--- config.mk ---
export PLATFORM = sky130hd
export DESIGN_NAME = pwake_ctl
export DESIGN_NICKNAME = d
export VERILOG_FILES = /design/src/rtl/pwake_pkg.sv /design/src/rtl/pwake_elig.sv /design/src/rtl/pwake_bank.sv /design/src/rtl/pwake_front.sv /design/src/rtl/pwake_ctl.sv
export SDC_FILE = /design/constraint.sdc
export NUM_CORES = 1
export LEC_CHECK = 0
export ABC_CLOCK_PERIOD_IN_PS = 5400
export BUFFER_PORTS_ARGS = -buffer_cell sky130_fd_sc_hd__buf_4
export CAP_MARGIN = 10
export CORE_MARGIN = 3
export CORE_UTILIZATION = 49
export DETAILED_ROUTE_END_ITERATION = 6
export PLACE_DENSITY = 0.87
export SETUP_SLACK_MARGIN = 0.4
export SYNTH_ARGS = -nofsm -noshare
export SYNTH_HDL_FRONTEND = slang
export SYNTH_SLANG_ARGS = --single-unit
--- constraint.sdc ---
create_clock -name clk -period 5.4 [get_ports clk]
set_clock_uncertainty 0.2 [all_clocks]
set_input_delay 0 -clock clk [delete_from_list [all_inputs] [get_ports clk]]
set_output_delay 0 -clock clk [all_outputs]
set_load 0.03 [all_outputs]
--- src/rtl/pwake_pkg.sv ---
package pwake_pkg;

    localparam int unsigned WORD_W  = 32;
    localparam int unsigned ID_W    = 7;
    localparam int unsigned ID_SPAN = 1 << ID_W;
    localparam int unsigned CMD_BIT = 12;
    localparam int unsigned ACT_BIT = 16;
    localparam int unsigned EN_BIT  = 28;
    localparam int unsigned MIN_ID  = 2;
    localparam logic [11:0] REG_OFS = 12'h148;

    typedef logic [ID_W-1:0]   pid_t;
    typedef logic [WORD_W-1:0] word_t;

    // Fields pulled out of a write word
    typedef struct packed {
        pid_t id;
        logic cmd;
        logic val;
    } wfield_t;

    function automatic wfield_t split_word(word_t w);
        wfield_t f;
        f.id  = w[ID_W-1:0];
        f.cmd = w[CMD_BIT];
        f.val = w[EN_BIT];
        return f;
    endfunction

    function automatic word_t build_status(pid_t id, logic en, logic act);
        word_t w;
        w             = '0;
        w[ID_W-1:0]   = id;
        w[ACT_BIT]    = act;
        w[EN_BIT]     = en;
        return w;
    endfunction

endpackage

--- src/rtl/pwake_elig.sv ---
module pwake_elig
    import pwake_pkg::*;
#(
    parameter int unsigned            NUM_ID    = 48,
    parameter logic [ID_SPAN-1:0]     ELIG_MASK = '0
) (
    output logic [ID_SPAN-1:0] elig_pad
);

    logic [NUM_ID-1:0] elig_vec;

    // One bit per implemented identifier; the lowest IDs are never eligible
    for (genvar g = 0; g < NUM_ID; g++) begin : g_elig
        if (g >= MIN_ID) begin : g_on
            assign elig_vec[g] = ELIG_MASK[g];
        end else begin : g_off
            assign elig_vec[g] = 1'b0;
        end
    end

    // Pad to the full identifier space so any 7-bit ID can index it
    always_comb begin
        elig_pad = '0;
        for (int i = 0; i < int'(NUM_ID); i++) begin
            elig_pad[i] = elig_vec[i];
        end
    end

endmodule

--- src/rtl/pwake_bank.sv ---
module pwake_bank
    import pwake_pkg::*;
#(
    parameter int unsigned NUM_ID = 48
) (
    input  logic               clk,
    input  logic               rst_n,
    input  logic               upd_stb,
    input  pid_t               upd_id,
    input  logic               upd_val,
    input  logic [NUM_ID-1:0]  elig_vec,
    output logic [NUM_ID-1:0]  en_q
);

    logic [NUM_ID-1:0] en_d;

    // Each enable bit has its own write decode
    for (genvar g = 0; g < NUM_ID; g++) begin : g_bit
        always_comb begin
            en_d[g] = en_q[g];
            if (upd_stb && (upd_id == pid_t'(g)) && elig_vec[g]) begin
                en_d[g] = upd_val;
            end
        end
    end

    always_ff @(posedge clk or negedge rst_n) begin
        if (!rst_n) begin
            en_q <= '0;
        end else begin
            en_q <= en_d;
        end
    end

endmodule

--- src/rtl/pwake_front.sv ---
module pwake_front
    import pwake_pkg::*;
#(
    parameter int unsigned ADDR_W = 9
) (
    input  logic              clk,
    input  logic              rst_n,
    input  logic              bus_sel,
    input  logic              bus_wr,
    input  logic [ADDR_W-1:0] bus_addr,
    input  wfield_t           wf,
    input  logic              wp_lock,
    input  logic              id_ok,
    input  logic              id_busy,
    output logic              upd_stb,
    output logic              rd_hit,
    output pid_t              sel_id,
    output logic              err
);

    typedef struct packed {
        pid_t sel_id;
        logic err;
    } fstate_t;

    fstate_t st_d, st_q;
    logic    addr_hit;
    logic    wr_go;

    always_comb begin
        addr_hit = (bus_addr == ADDR_W'(REG_OFS));
        wr_go    = bus_sel && bus_wr && addr_hit && !wp_lock;
        rd_hit   = bus_sel && !bus_wr && addr_hit;
        upd_stb  = wr_go && wf.cmd && id_ok;

        st_d = st_q;
        if (wr_go) begin
            st_d.sel_id = wf.id;
        end
        if (upd_stb && wf.val && id_busy) begin
            st_d.err = 1'b1;
        end
    end

    always_ff @(posedge clk or negedge rst_n) begin
        if (!rst_n) begin
            st_q <= '0;
        end else begin
            st_q <= st_d;
        end
    end

    assign sel_id = st_q.sel_id;
    assign err    = st_q.err;

endmodule

--- src/rtl/pwake_ctl.sv ---
module pwake_ctl
    import pwake_pkg::*;
#(
    parameter int unsigned        NUM_ID    = 48,
    parameter int unsigned        ADDR_W    = 9,
    parameter logic [ID_SPAN-1:0] ELIG_MASK = 128'h0000_0000_0000_0000_0000_F0F0_3C0C_FF3C
) (
    input  logic              clk,
    input  logic              rst_n,
    input  logic              bus_sel,
    input  logic              bus_wr,
    input  logic [ADDR_W-1:0] bus_addr,
    input  logic [31:0]       bus_wdata,
    output logic [31:0]       bus_rdata,
    input  logic              wp_lock,
    input  logic [NUM_ID-1:0] periph_busy,
    output logic [NUM_ID-1:0] wake_en,
    output logic              busy_en_err
);

    initial begin
        if (NUM_ID > ID_SPAN || NUM_ID <= MIN_ID) $error("NUM_ID out of range");
        if (ADDR_W < 9) $error("ADDR_W too narrow for the register offset");
    end

    wfield_t              wf;
    logic [ID_SPAN-1:0]   elig_pad;
    logic [ID_SPAN-1:0]   busy_pad;
    logic [ID_SPAN-1:0]   en_pad;
    logic                 upd_stb;
    logic                 rd_hit;
    pid_t                 sel_id;
    logic                 unused_wdata;

    assign wf           = split_word(bus_wdata);
    assign unused_wdata = ^{bus_wdata[31:29], bus_wdata[27:13], bus_wdata[11:7]};

    always_comb begin
        busy_pad = '0;
        en_pad   = '0;
        for (int i = 0; i < int'(NUM_ID); i++) begin
            busy_pad[i] = periph_busy[i];
            en_pad[i]   = wake_en[i];
        end
    end

    pwake_elig #(
        .NUM_ID    (NUM_ID),
        .ELIG_MASK (ELIG_MASK)
    ) u_elig (
        .elig_pad  (elig_pad)
    );

    pwake_front #(
        .ADDR_W   (ADDR_W)
    ) u_front (
        .clk      (clk),
        .rst_n    (rst_n),
        .bus_sel  (bus_sel),
        .bus_wr   (bus_wr),
        .bus_addr (bus_addr),
        .wf       (wf),
        .wp_lock  (wp_lock),
        .id_ok    (elig_pad[wf.id]),
        .id_busy  (busy_pad[wf.id]),
        .upd_stb  (upd_stb),
        .rd_hit   (rd_hit),
        .sel_id   (sel_id),
        .err      (busy_en_err)
    );

    pwake_bank #(
        .NUM_ID   (NUM_ID)
    ) u_bank (
        .clk      (clk),
        .rst_n    (rst_n),
        .upd_stb  (upd_stb),
        .upd_id   (wf.id),
        .upd_val  (wf.val),
        .elig_vec (elig_pad[NUM_ID-1:0]),
        .en_q     (wake_en)
    );

    always_comb begin
        bus_rdata = '0;
        if (rd_hit) begin
            bus_rdata = build_status(sel_id, en_pad[sel_id],
                                     elig_pad[sel_id] & busy_pad[sel_id]);
        end
    end

endmodule

== After elaboration in Yosys (flattened, before gate mapping) ==
Memory sizes are Yosys's and may differ from the RTL's.
Index checks and enable logic that the tools add are counted.
Cells by class
  add/sub/neg operators: 0
  multipliers: 0
  divide/modulo/power cells: 0
  $lt $le $gt $ge: 2
  equality and inequality tests: 27
  shift operators: 0
  multiplexer cells: 9
  bitwise gates (word level): 1
  reductions and logical operators: 37
Operator list (count)
  == test 7 x 4 -> 1 bit (second input constant): 8
  == test 7 x 6 -> 1 bit (second input constant): 8
  == test 7 x 5 -> 1 bit (second input constant): 6
  logical AND 1 bit: 35
  2-to-1 mux 29 bit: 1
  binary-select mux 1 bit (select 7 bit): 3
  < comparator 7 x 8 -> 1 bit (second input constant): 2
  == test 7 x 2 -> 1 bit (second input constant): 2
  == test 7 x 3 -> 1 bit (second input constant): 2
  == test 9 bit (second input constant): 1
  2-to-1 mux 1 bit: 5
  logical NOT 1 bit: 2
  bitwise AND 1 bit: 1
Storage, ports and cells
  flip-flop bits (word level): 34
  bits in latches: 0
  bits in writable memories: 0
  ROM bits: 256
  input bits: 94
  output and inout port bits: 81
  logic and storage cells: 106
  memories kept: 2
Memories
  (name not given): depth 128, bits a word 1, rd ports 1, clocked after memory_dff 0, wr ports 0, line pwake_ctl.sv:88  | elig_pad[sel_id] & busy_pad[sel_id]);
  (name not given): depth 128, bits a word 1, rd ports 1, clocked after memory_dff 0, wr ports 0, line pwake_ctl.sv:64  | .id_ok (elig_pad[wf.id]),

== Longest topological paths before layout ==
Gate-level depths: netlist of the first run.
  word-level depth: 7
  depth in mapped cells: 9

== Hierarchy ==
A second synthesis of the first run with hierarchy kept.
Second synthesis, totals
  cell total of the unflattened synthesis: 604
  area total of the unflattened synthesis: 6394.9 um^2
Modules (own cells, without submodules)
  pwake_ctl: instances 1, cells each 270, area an instance 2701.3 um^2, seq. area each 0.0 um^2
  pwake_bank: instances 1, cells each 177, area an instance 2352.3 um^2, seq. area each 1201.2 um^2
  pwake_elig: instances 1, cells each 130, area an instance 968.4 um^2, seq. area each 0.0 um^2
  pwake_front: instances 1, cells each 27, area an instance 372.9 um^2, seq. area each 200.2 um^2

== Worst setup path after synthesis of the first run ==
No wires, ideal clock.
  kind: reg2out
  start point: register u_front.st_q, in the netlist u_front.sel_id[0]
  end point: output port bus_rdata[16]
  arrival time: 2.003 ns
  setup slack: 3.197 ns
  stages on the path, launching flop included: 8
  buffers on the path: 2
  cells stage by stage: dfrtp_1 > buf_4 > buf_2 > mux4_2 > nand2_1 > a31oi_1 > a21oi_1 > nor3_1
On the way
  word-level cells in the longest chain between the ends: 4
Ends and longest elaborated chain
  start, declared: line pwake_front.sv:26  | fstate_t st_d, st_q;
  start signal, assigned: line pwake_front.sv:49  | st_q <= st_d;
  memory (128 x 1 bit) or binary-select mux 1 bit (select 7 bit) (tied branches)
  2-to-1 mux 1 bit (not written as such): line pwake_ctl.sv:88
  bitwise AND 1 bit (*): line pwake_ctl.sv:88
  2-to-1 mux 29 bit (*): line pwake_ctl.sv:86  | if (rd_hit) begin
  end, declared: line pwake_ctl.sv:14  | output logic [31:0] bus_rdata,
Every way passes the cells marked *; elsewhere a longest branch is shown, timed or not. The select of a mux whose other input is x is not followed.

== Final worst setup path of the first run ==
  start point: register u_front.st_q, in the netlist u_front.sel_id[0]
  end point: output port bus_rdata[28]
On the way
  word-level cells in the longest chain between the ends: 3
Ends and longest elaborated chain
  binary-select mux 1 bit (select 7 bit): line pwake_ctl.sv:87  | bus_rdata = build_status(sel_id, en_pad[sel_id],
  2-to-1 mux 1 bit (not written as such): line pwake_ctl.sv:87
  2-to-1 mux 29 bit: line pwake_ctl.sv:86
Every way passes these cells. The select of a mux whose other input is x is not followed.

==> out/qor.csv, run 1 <==
stage;metric;value;unit
synthesis;Synth Instances;286;
critical_path;type of the worst setup path;reg -> out;
critical_path;crit-path max cell delay;1.00;ns
cells_and_area;final core utilization;0.645;
synthesis;Synth async-reset ratio;1.00;
critical_path;crit start category;register;
grt;met1 usage;0.274;
synthesis;post-synthesis area per instance;11.1;µm²
clock_tree;clock latency on the worst-skew pair;0.28;ns
synthesis;Commonest cells post-synth;48 x buf_4, 34 x dfrtp_1, 33 x mux2_2;
worst_hold_path;worst min path class;in -> async;
floorplanning;I/O Pins;175;
synthesis;Cell Area, Synth;3180;µm²
routing;vias per cell;5.85;
routing;routed len/inst;18.7;µm
clock_tree;Root Driver;clkbuf_8;
timing;RSZ-0062 raised after global routing;false;
routing;DR iter-0 viols;177;
grt;gr busiest metal;met2;
grt;met2 usage;0.419;
clock_tree;maximum clock path buffer count;2;
grt;first-pass GRT wire length;13500;µm
cells_and_area;ant diodes;0;
synthesis;YS warnings;0;
grt;vias in the first global route;2732;
timing;worst slew pin tran;0.997;ns
cells_and_area;Area Growth Syn to Fin;23.6;%
timing;Final WS setup;2.53;ns
cells_and_area;final non-filler cell total;460;
grt;GRT Total Usage;0.232;
floorplanning;Die ar.;7490;µm²
clock_tree;CTS tree;built;
placed_design;Detailed Place HPWL;6530;µm
synthesis;top cells by area, synth;dfrtp_1 27%, mux4_2 15%, mux2_2 12%;
synthesis;register area share after synthesis;0.268;
placed_design;post-place setup slack;2.75;ns
grt;gr ovfl total;0;
clock_tree;CTS-repair resized insts;0;
power;Leakage;1.86;nW
placed_design;Port Buf Inserts;106;
clock_tree;CTS Sinks;34;
synthesis;prevailing post-synth register cell;dfrtp_1;
power;worst vdd ir;176;µV
cells_and_area;final instance area;3930;µm²
grt;initial antenna violation count;0;
critical_path;CP Max Fanout;17;
routing;first-pass iteration count of the detailed router;6;
routing;Post-Route WL;8590;µm
synthesis;most common cell in the netlist;buf_4;
timing;Setup TNS;0;ns
cells_and_area;multi-input logic area;2020;µm²
placed_design;area post-placement;3770;µm²
timing;Final Setup Violations;0;
grt;largest net degree at the start of global routing;35;
floorplanning;Initial Utilization;0.522;
timing;crit share post-route;0.532;
synthesis;top-area cell type share of the netlist area;0.268;
synthesis;EDFF count, synth;0;
timing;final hold violation count;0;
timing;fin. max-slew vios;0;
clock_tree;Setup Buffers After CTS;0;
floorplanning;Die W;86.6;µm
synthesis;post-synth cell types;52;
power;Power Dens Cells;151;nW/µm²
cells_and_area;share of layout cells above drive strength 1;0.457;
clock_tree;clk slew on worst S/H paths;0.06;ns
flow_run;max_cap viols;0;
cells_and_area;Seq. cell area;851;µm²
routing;DR vias;2690;
critical_path;crit-path cells;mux4_2 > mux2i_1 > o32ai_1 > a21oi_1 > nor2b_1 > buf_4;
grt;met3 usage;0.0475;
floorplanning;core footprint;6100;µm²
timing;Slew headroom;0.336;
timing;fmax;348;MHz
critical_path;CP Data Arrival Time;2.67;ns
critical_path;critical path capture point type;output port;
critical_path;worst path bufs/invs;1;
critical_path;slowest CP cell;dfrtp_1;
routing;DRT antenna net count;0;
floorplanning;die height;86.6;µm
run_status;status;finished, final reports clean;
placed_design;placer congestion estimate;0.915;
placed_design;placed cell count;445;
synthesis;cell taking the most area after synthesis;dfrtp_1;
clock_tree;TritonCTS buffer count;5;
cells_and_area;fillcell total;462;
critical_path;CP delay by family, top;flip-flops;
critical_path;Worst Path Required;5.20;ns
timing;Tmin final;2.87;ns
routing;DRC;0;
cells_and_area;layout net count;481;
floorplanning;Row Count;28;
clock_tree;H-tree levels;2;
synthesis;flops & latches, synth;34;
-- cell type report --
cell class,instances,area share
multi-input combinational,226,0.513
inverter,4,0.00382
clock buffer,5,0.0175
clock inverter,2,0.00255
timing repair buffer,114,0.223
sequential,34,0.216
tap,75,0.0239
-- routing by layer --
metal	part of all wire	up-vias
li1	-	1188
met1	0.35	1313
met2	0.52	166
met3	0.097	23
met4	0.024	0
met5	0	-
-- power breakdown --
| part | internal, mW | total [mW] | switching (mW) | leakage [nW] |
|---|---|---|---|---|
| Combinational | 0.0681 | 0.163 | 0.0952 | 1.35 |
| Sequential | 0.255 | 0.257 | 0.00222 | 0.470 |
| Clock | 0.0863 | 0.174 | 0.0875 | 0.0438 |
-- stage by stage --
step	hold slack, ns	power [mW]
global route	0.0437	0.618
global placement	-0.233	0.414
detailed placement	-0.230	0.417
CTS	0.00886	0.594
floorplan	-0.496	0.386
finish	0.00530	0.594
-- state kept, by name, indices dropped and copies added (netlist names) --
name / cells
u_bank.en_q: 26
u_front.sel_id: 7
u_front.err: 1
-- worst paths after layout --
kind                                         from           endpoint  slack [ns]  depth (start not counted)
worst max-delay path            u_front.sel_id[0]      bus_rdata[28]        2.53                          6
worst min-delay path                        rst_n    u_bank.en_q[45]       0.005                          2
worst max register to register  u_front.sel_id[0]  u_front.sel_id[0]        3.84                          1
worst min register to register     u_bank.en_q[8]     u_bank.en_q[8]        0.34                          1
max in group asynchronous                   rst_n  u_front.sel_id[1]        4.70                          2
min in group clk                     bus_wdata[1]  u_front.sel_id[1]        0.05                          2
-- cells in the final DEF (no fill, tap or decap), types with 4 or more instances in the layout --
cell type      synthesis  final
a21oi_1                4      4
and2_1                 8      8
buf_4                 48    106
clkbuf_8               0      5
conb_1                 1     45
dfrtp_1               34     34
dlygate4sd3_1          0      8
mux2_2                33     33
mux2i_1                7      7
mux4_1                 7      7
mux4_2                21     21
nand2_1                9      9
nand2b_1               5      5
nand3_1               10     10
nand4_1                6      6
nor2_1                10     10
nor2b_1               10     10
nor3_1                10     10
nor4_1                 6      6
-- timing repair --
action	in CTS	in global routing
hold buffers	8	0
endpoints found under the hold margin	67	0
endpoints found under the setup margin	0	0
-- logic make-up (layout without fill, tap and decap cells) --
group | after synthesis | in the layout | share of synthesized area
AO/OA/AOI/OAI | 22 | 22 | 0.0559
adder cells (fa/ha/maj) | 2 | 2 | 0.00787
buffers and inverters | 70 | 125 | 0.150
flip-flops | 34 | 34 | 0.268
multiplexers | 69 | 69 | 0.349
other | 1 | 45 | 0.00118
AND/OR/NAND/NOR | 88 | 88 | 0.169
Power figures use the tool's default switching activity.
==> run 2: changes to the inputs <==
--- a/config.mk
+++ b/config.mk
@@ -5,13 +5,13 @@
 export SDC_FILE = /design/constraint.sdc
 export NUM_CORES = 1
 export LEC_CHECK = 0
-export ABC_CLOCK_PERIOD_IN_PS = 5400
+export ABC_CLOCK_PERIOD_IN_PS = 2900
 export BUFFER_PORTS_ARGS = -buffer_cell sky130_fd_sc_hd__buf_4
 export CAP_MARGIN = 10
 export CORE_MARGIN = 3
-export CORE_UTILIZATION = 49
+export CORE_UTILIZATION = 46
 export DETAILED_ROUTE_END_ITERATION = 6
-export PLACE_DENSITY = 0.87
+export PLACE_DENSITY = 0.82
 export SETUP_SLACK_MARGIN = 0.4
 export SYNTH_ARGS = -nofsm -noshare
 export SYNTH_HDL_FRONTEND = slang
==> constraint.sdc (replaced) <==
create_clock -name clk -period 2.9 [get_ports clk]
set_clock_uncertainty 0.2 [all_clocks]
set_input_delay 0 -clock clk [delete_from_list [all_inputs] [get_ports clk]]
set_output_delay 0 -clock clk [all_outputs]
set_load 0.03 [all_outputs]
==> out/qor.csv, run 2 (synthesized netlist as in run 1, its figures left out) <==
stage;metric;value;unit;change
power;Flop pwr share;0.420;;-0.013
grt;met2 usage;0.367;;-0.0516
placed_design;Detailed Place HPWL;6410;µm;-1.8%
cells_and_area;share of layout cells above drive strength 1;0.468;;+0.0109
routing;DRT antenna net count;0;;unchanged
grt;met3 usage;0.0415;;-0.00605
critical_path;Worst Path Required;2.70;ns;-2.50 ns
critical_path;crit-path cells;mux4_2 > mux4_2 > a21oi_1 > nor2b_1 > buf_4;;
cells_and_area;ant diodes;0;;unchanged
floorplanning;Initial Utilization;0.487;;-0.0348
critical_path;critical path capture point type;output port;;
power;Logic pwr share;0.265;;-0.010
flow_run;max_cap viols;0;;unchanged
clock_tree;maximum clock path buffer count;2;;unchanged
critical_path;R2R Setup Slk;1.67;ns;-2.17 ns
critical_path;slowest CP cell;mux4_2;;
grt;vias in the first global route;2543;;-6.9%
timing;Tmin final;2.39;ns;
grt;gr busiest metal;met2;;
floorplanning;Row Count;29;;+3.6%
floorplanning;I/O Pins;175;;unchanged
clock_tree;TritonCTS buffer count;5;;unchanged
timing;Setup TNS;0;ns;unchanged
power;Power Dens Cells;285;nW/µm²;+89%
clock_tree;CTS tree;built;;
timing;fin. max-slew vios;0;;unchanged
routing;routed len/inst;17.8;µm;-4.9%
cells_and_area;Area Growth Syn to Fin;25.5;%;
critical_path;Worst Reg2Reg Path Length in Cells;2;;+1
power;clock share of power;0.316;;+0.024
floorplanning;core footprint;6530;µm²;+7.1%
placed_design;Port Buf Inserts;106;;unchanged
timing;RSZ-0062 raised after global routing;false;;
placed_design;area post-placement;3810;µm²;+0.86%
power;Leakage;1.89;nW;+1.6%
grt;largest net degree at the start of global routing;35;;unchanged
cells_and_area;layout net count;486;;+1.0%
timing;hold_ws;0.00204;ns;-0.00326 ns
cells_and_area;most frequent cells in the layout;110 x buf_4, 45 x conb_1, 33 x mux2_2;;
routing;vias per cell;5.66;;-3.2%
routing;DR iter-0 viols;149;;-16%
critical_path;Worst R2R Start;u_front.sel_id[1];;
placed_design;placed cell count;451;;+1.3%
placed_design;placer congestion estimate;0.829;;-9.4%
power;worst vdd ir;336;µV;+91%
clock_tree;clock latency on the worst-skew pair;0.28;ns;about the same
grt;first-pass GRT wire length;12900;µm;-4.9%
routing;Post-Route WL;8310;µm;-3.2%
clock_tree;H-tree levels;2;;unchanged
grt;gr ovfl total;0;;unchanged
clock_tree;clk slew on worst S/H paths;0.07;ns;about the same
timing;final hold violation count;0;;unchanged
floorplanning;Die W;89.2;µm;+3.0%
cells_and_area;fillcell total;525;;+14%
routing;DR vias;2650;;-1.5%
worst_hold_path;worst min path class;in -> async;;
critical_path;CP Launch Point;u_front.sel_id[1];;
cells_and_area;max reg flops;26;;unchanged
critical_path;Crit path top cell by count;mux4_2;;
grt;GRT Total Usage;0.209;;-0.0221
cells_and_area;final instance area;3990;µm²;+1.5%
power;Net Sw Frac;0.303;;-0.00826
critical_path;CP Data Arrival Time;2.19;ns;-0.48 ns
floorplanning;Die ar.;7950;µm²;+6.1%
routing;first-pass iteration count of the detailed router;4;;-2
grt;initial antenna violation count;0;;unchanged
timing;Final Setup Violations;0;;unchanged
clock_tree;Root Driver;clkbuf_8;;
floorplanning;die height;89.2;µm;+3.0%
critical_path;type of the worst setup path;reg -> out;;
critical_path;crit-path max cell delay;0.54;ns;-0.46 ns
cells_and_area;final non-filler cell total;468;;+1.7%
clock_tree;CTS Sinks;34;;unchanged
critical_path;Critical path destination;bus_rdata[28];;
power;Psw;0.345;mW;+86%
critical_path;r2r endpoint;u_front.sel_id[1];;
power;Pint;0.794;mW;+94%
cells_and_area;most common cell after layout, fill and taps aside;buf_4;;
routing;DRC;0;;unchanged
cells_and_area;Largest Register;u_bank.en_q;;
timing;crit share post-route;0.823;;
timing;fmax;419;MHz;
grt;met1 usage;0.275;;+0.00129
critical_path;crit start category;register;;
critical_path;CP Max Fanout;4;;-13
run_status;status;finished, final reports clean;;
==> run 2: cell count changes in the layout (fill, tap and decap cells not counted), sizes merged <==
cell | previous run | this run
buf | 106 | 111
clkinv | 2 | 1
clkbuf | 5 | 7
==> run 2: final cells by class <==
type                    instances  area, µm²  share of cell area
multi-input cells             226       2020               0.506
repair buffers                119        917               0.230
clock inverters                 1       5.00             0.00125
well taps                      77       96.3              0.0241
clock buffers                   7       86.3              0.0216
inverters                       4       15.0             0.00376
flip-flops and latches         34        853               0.214
==> run 2: worst min-delay path by stage <==
stage           from  slack [ns]              end
2_1_floorplan  rst_n       -0.50  u_bank.en_q[10]
3_3_place_gp   rst_n       -0.23  u_bank.en_q[28]
3_5_place_dp   rst_n       -0.23  u_bank.en_q[29]
4_1_cts        rst_n        0.02   u_bank.en_q[9]
5_1_grt        rst_n        0.05  u_bank.en_q[29]
6_report       rst_n       0.002  u_bank.en_q[29]
==> run 2: worst max-delay path, delay by kind of cell, from the launching register on <==
kind / cells / cell delay (ns)
mux: 2 / 1.04
flops: 1 / 0.46
compound gates: 1 / 0.18
buf+inv: 1 / 0.17
simple gates: 1 / 0.06
==> run 2: stage by stage <==
stage	power (mW)	utilization	setup slack (ns)
floorplan	0.718	-	0.697
global placement	0.771	0.583	0.650
detailed placement	0.775	0.583	0.609
CTS	1.14	0.609	0.425
global route	1.19	0.611	0.433
finish	1.14	0.611	0.513
==> run 2: repair_timing <==
action,4_1_cts,5_1_grt
hold endpoints to repair,67,0
buffers inserted,0,1
gates resized for setup,2,1
endpoints found under the setup margin,2,1
hold buffers,8,0
pin swaps,0,0
gates cloned,0,0
==> run 2: layer usage <==
metal  vias up  wire length [µm]
met4         0                96
met3        10               765
met5         -                 0
met1      1282              3190
li1       1206                 -
met2       152              4260
==> run 2: power groups by stage <==
stage | sequential [mW] | combinational, mW | clock (mW)
finish | 0.478 | 0.301 | 0.359
CTS | 0.478 | 0.298 | 0.363
detailed placement | 0.487 | 0.288 | 0
global route | 0.477 | 0.327 | 0.382
floorplan | 0.485 | 0.234 | 0
global placement | 0.487 | 0.284 | 0
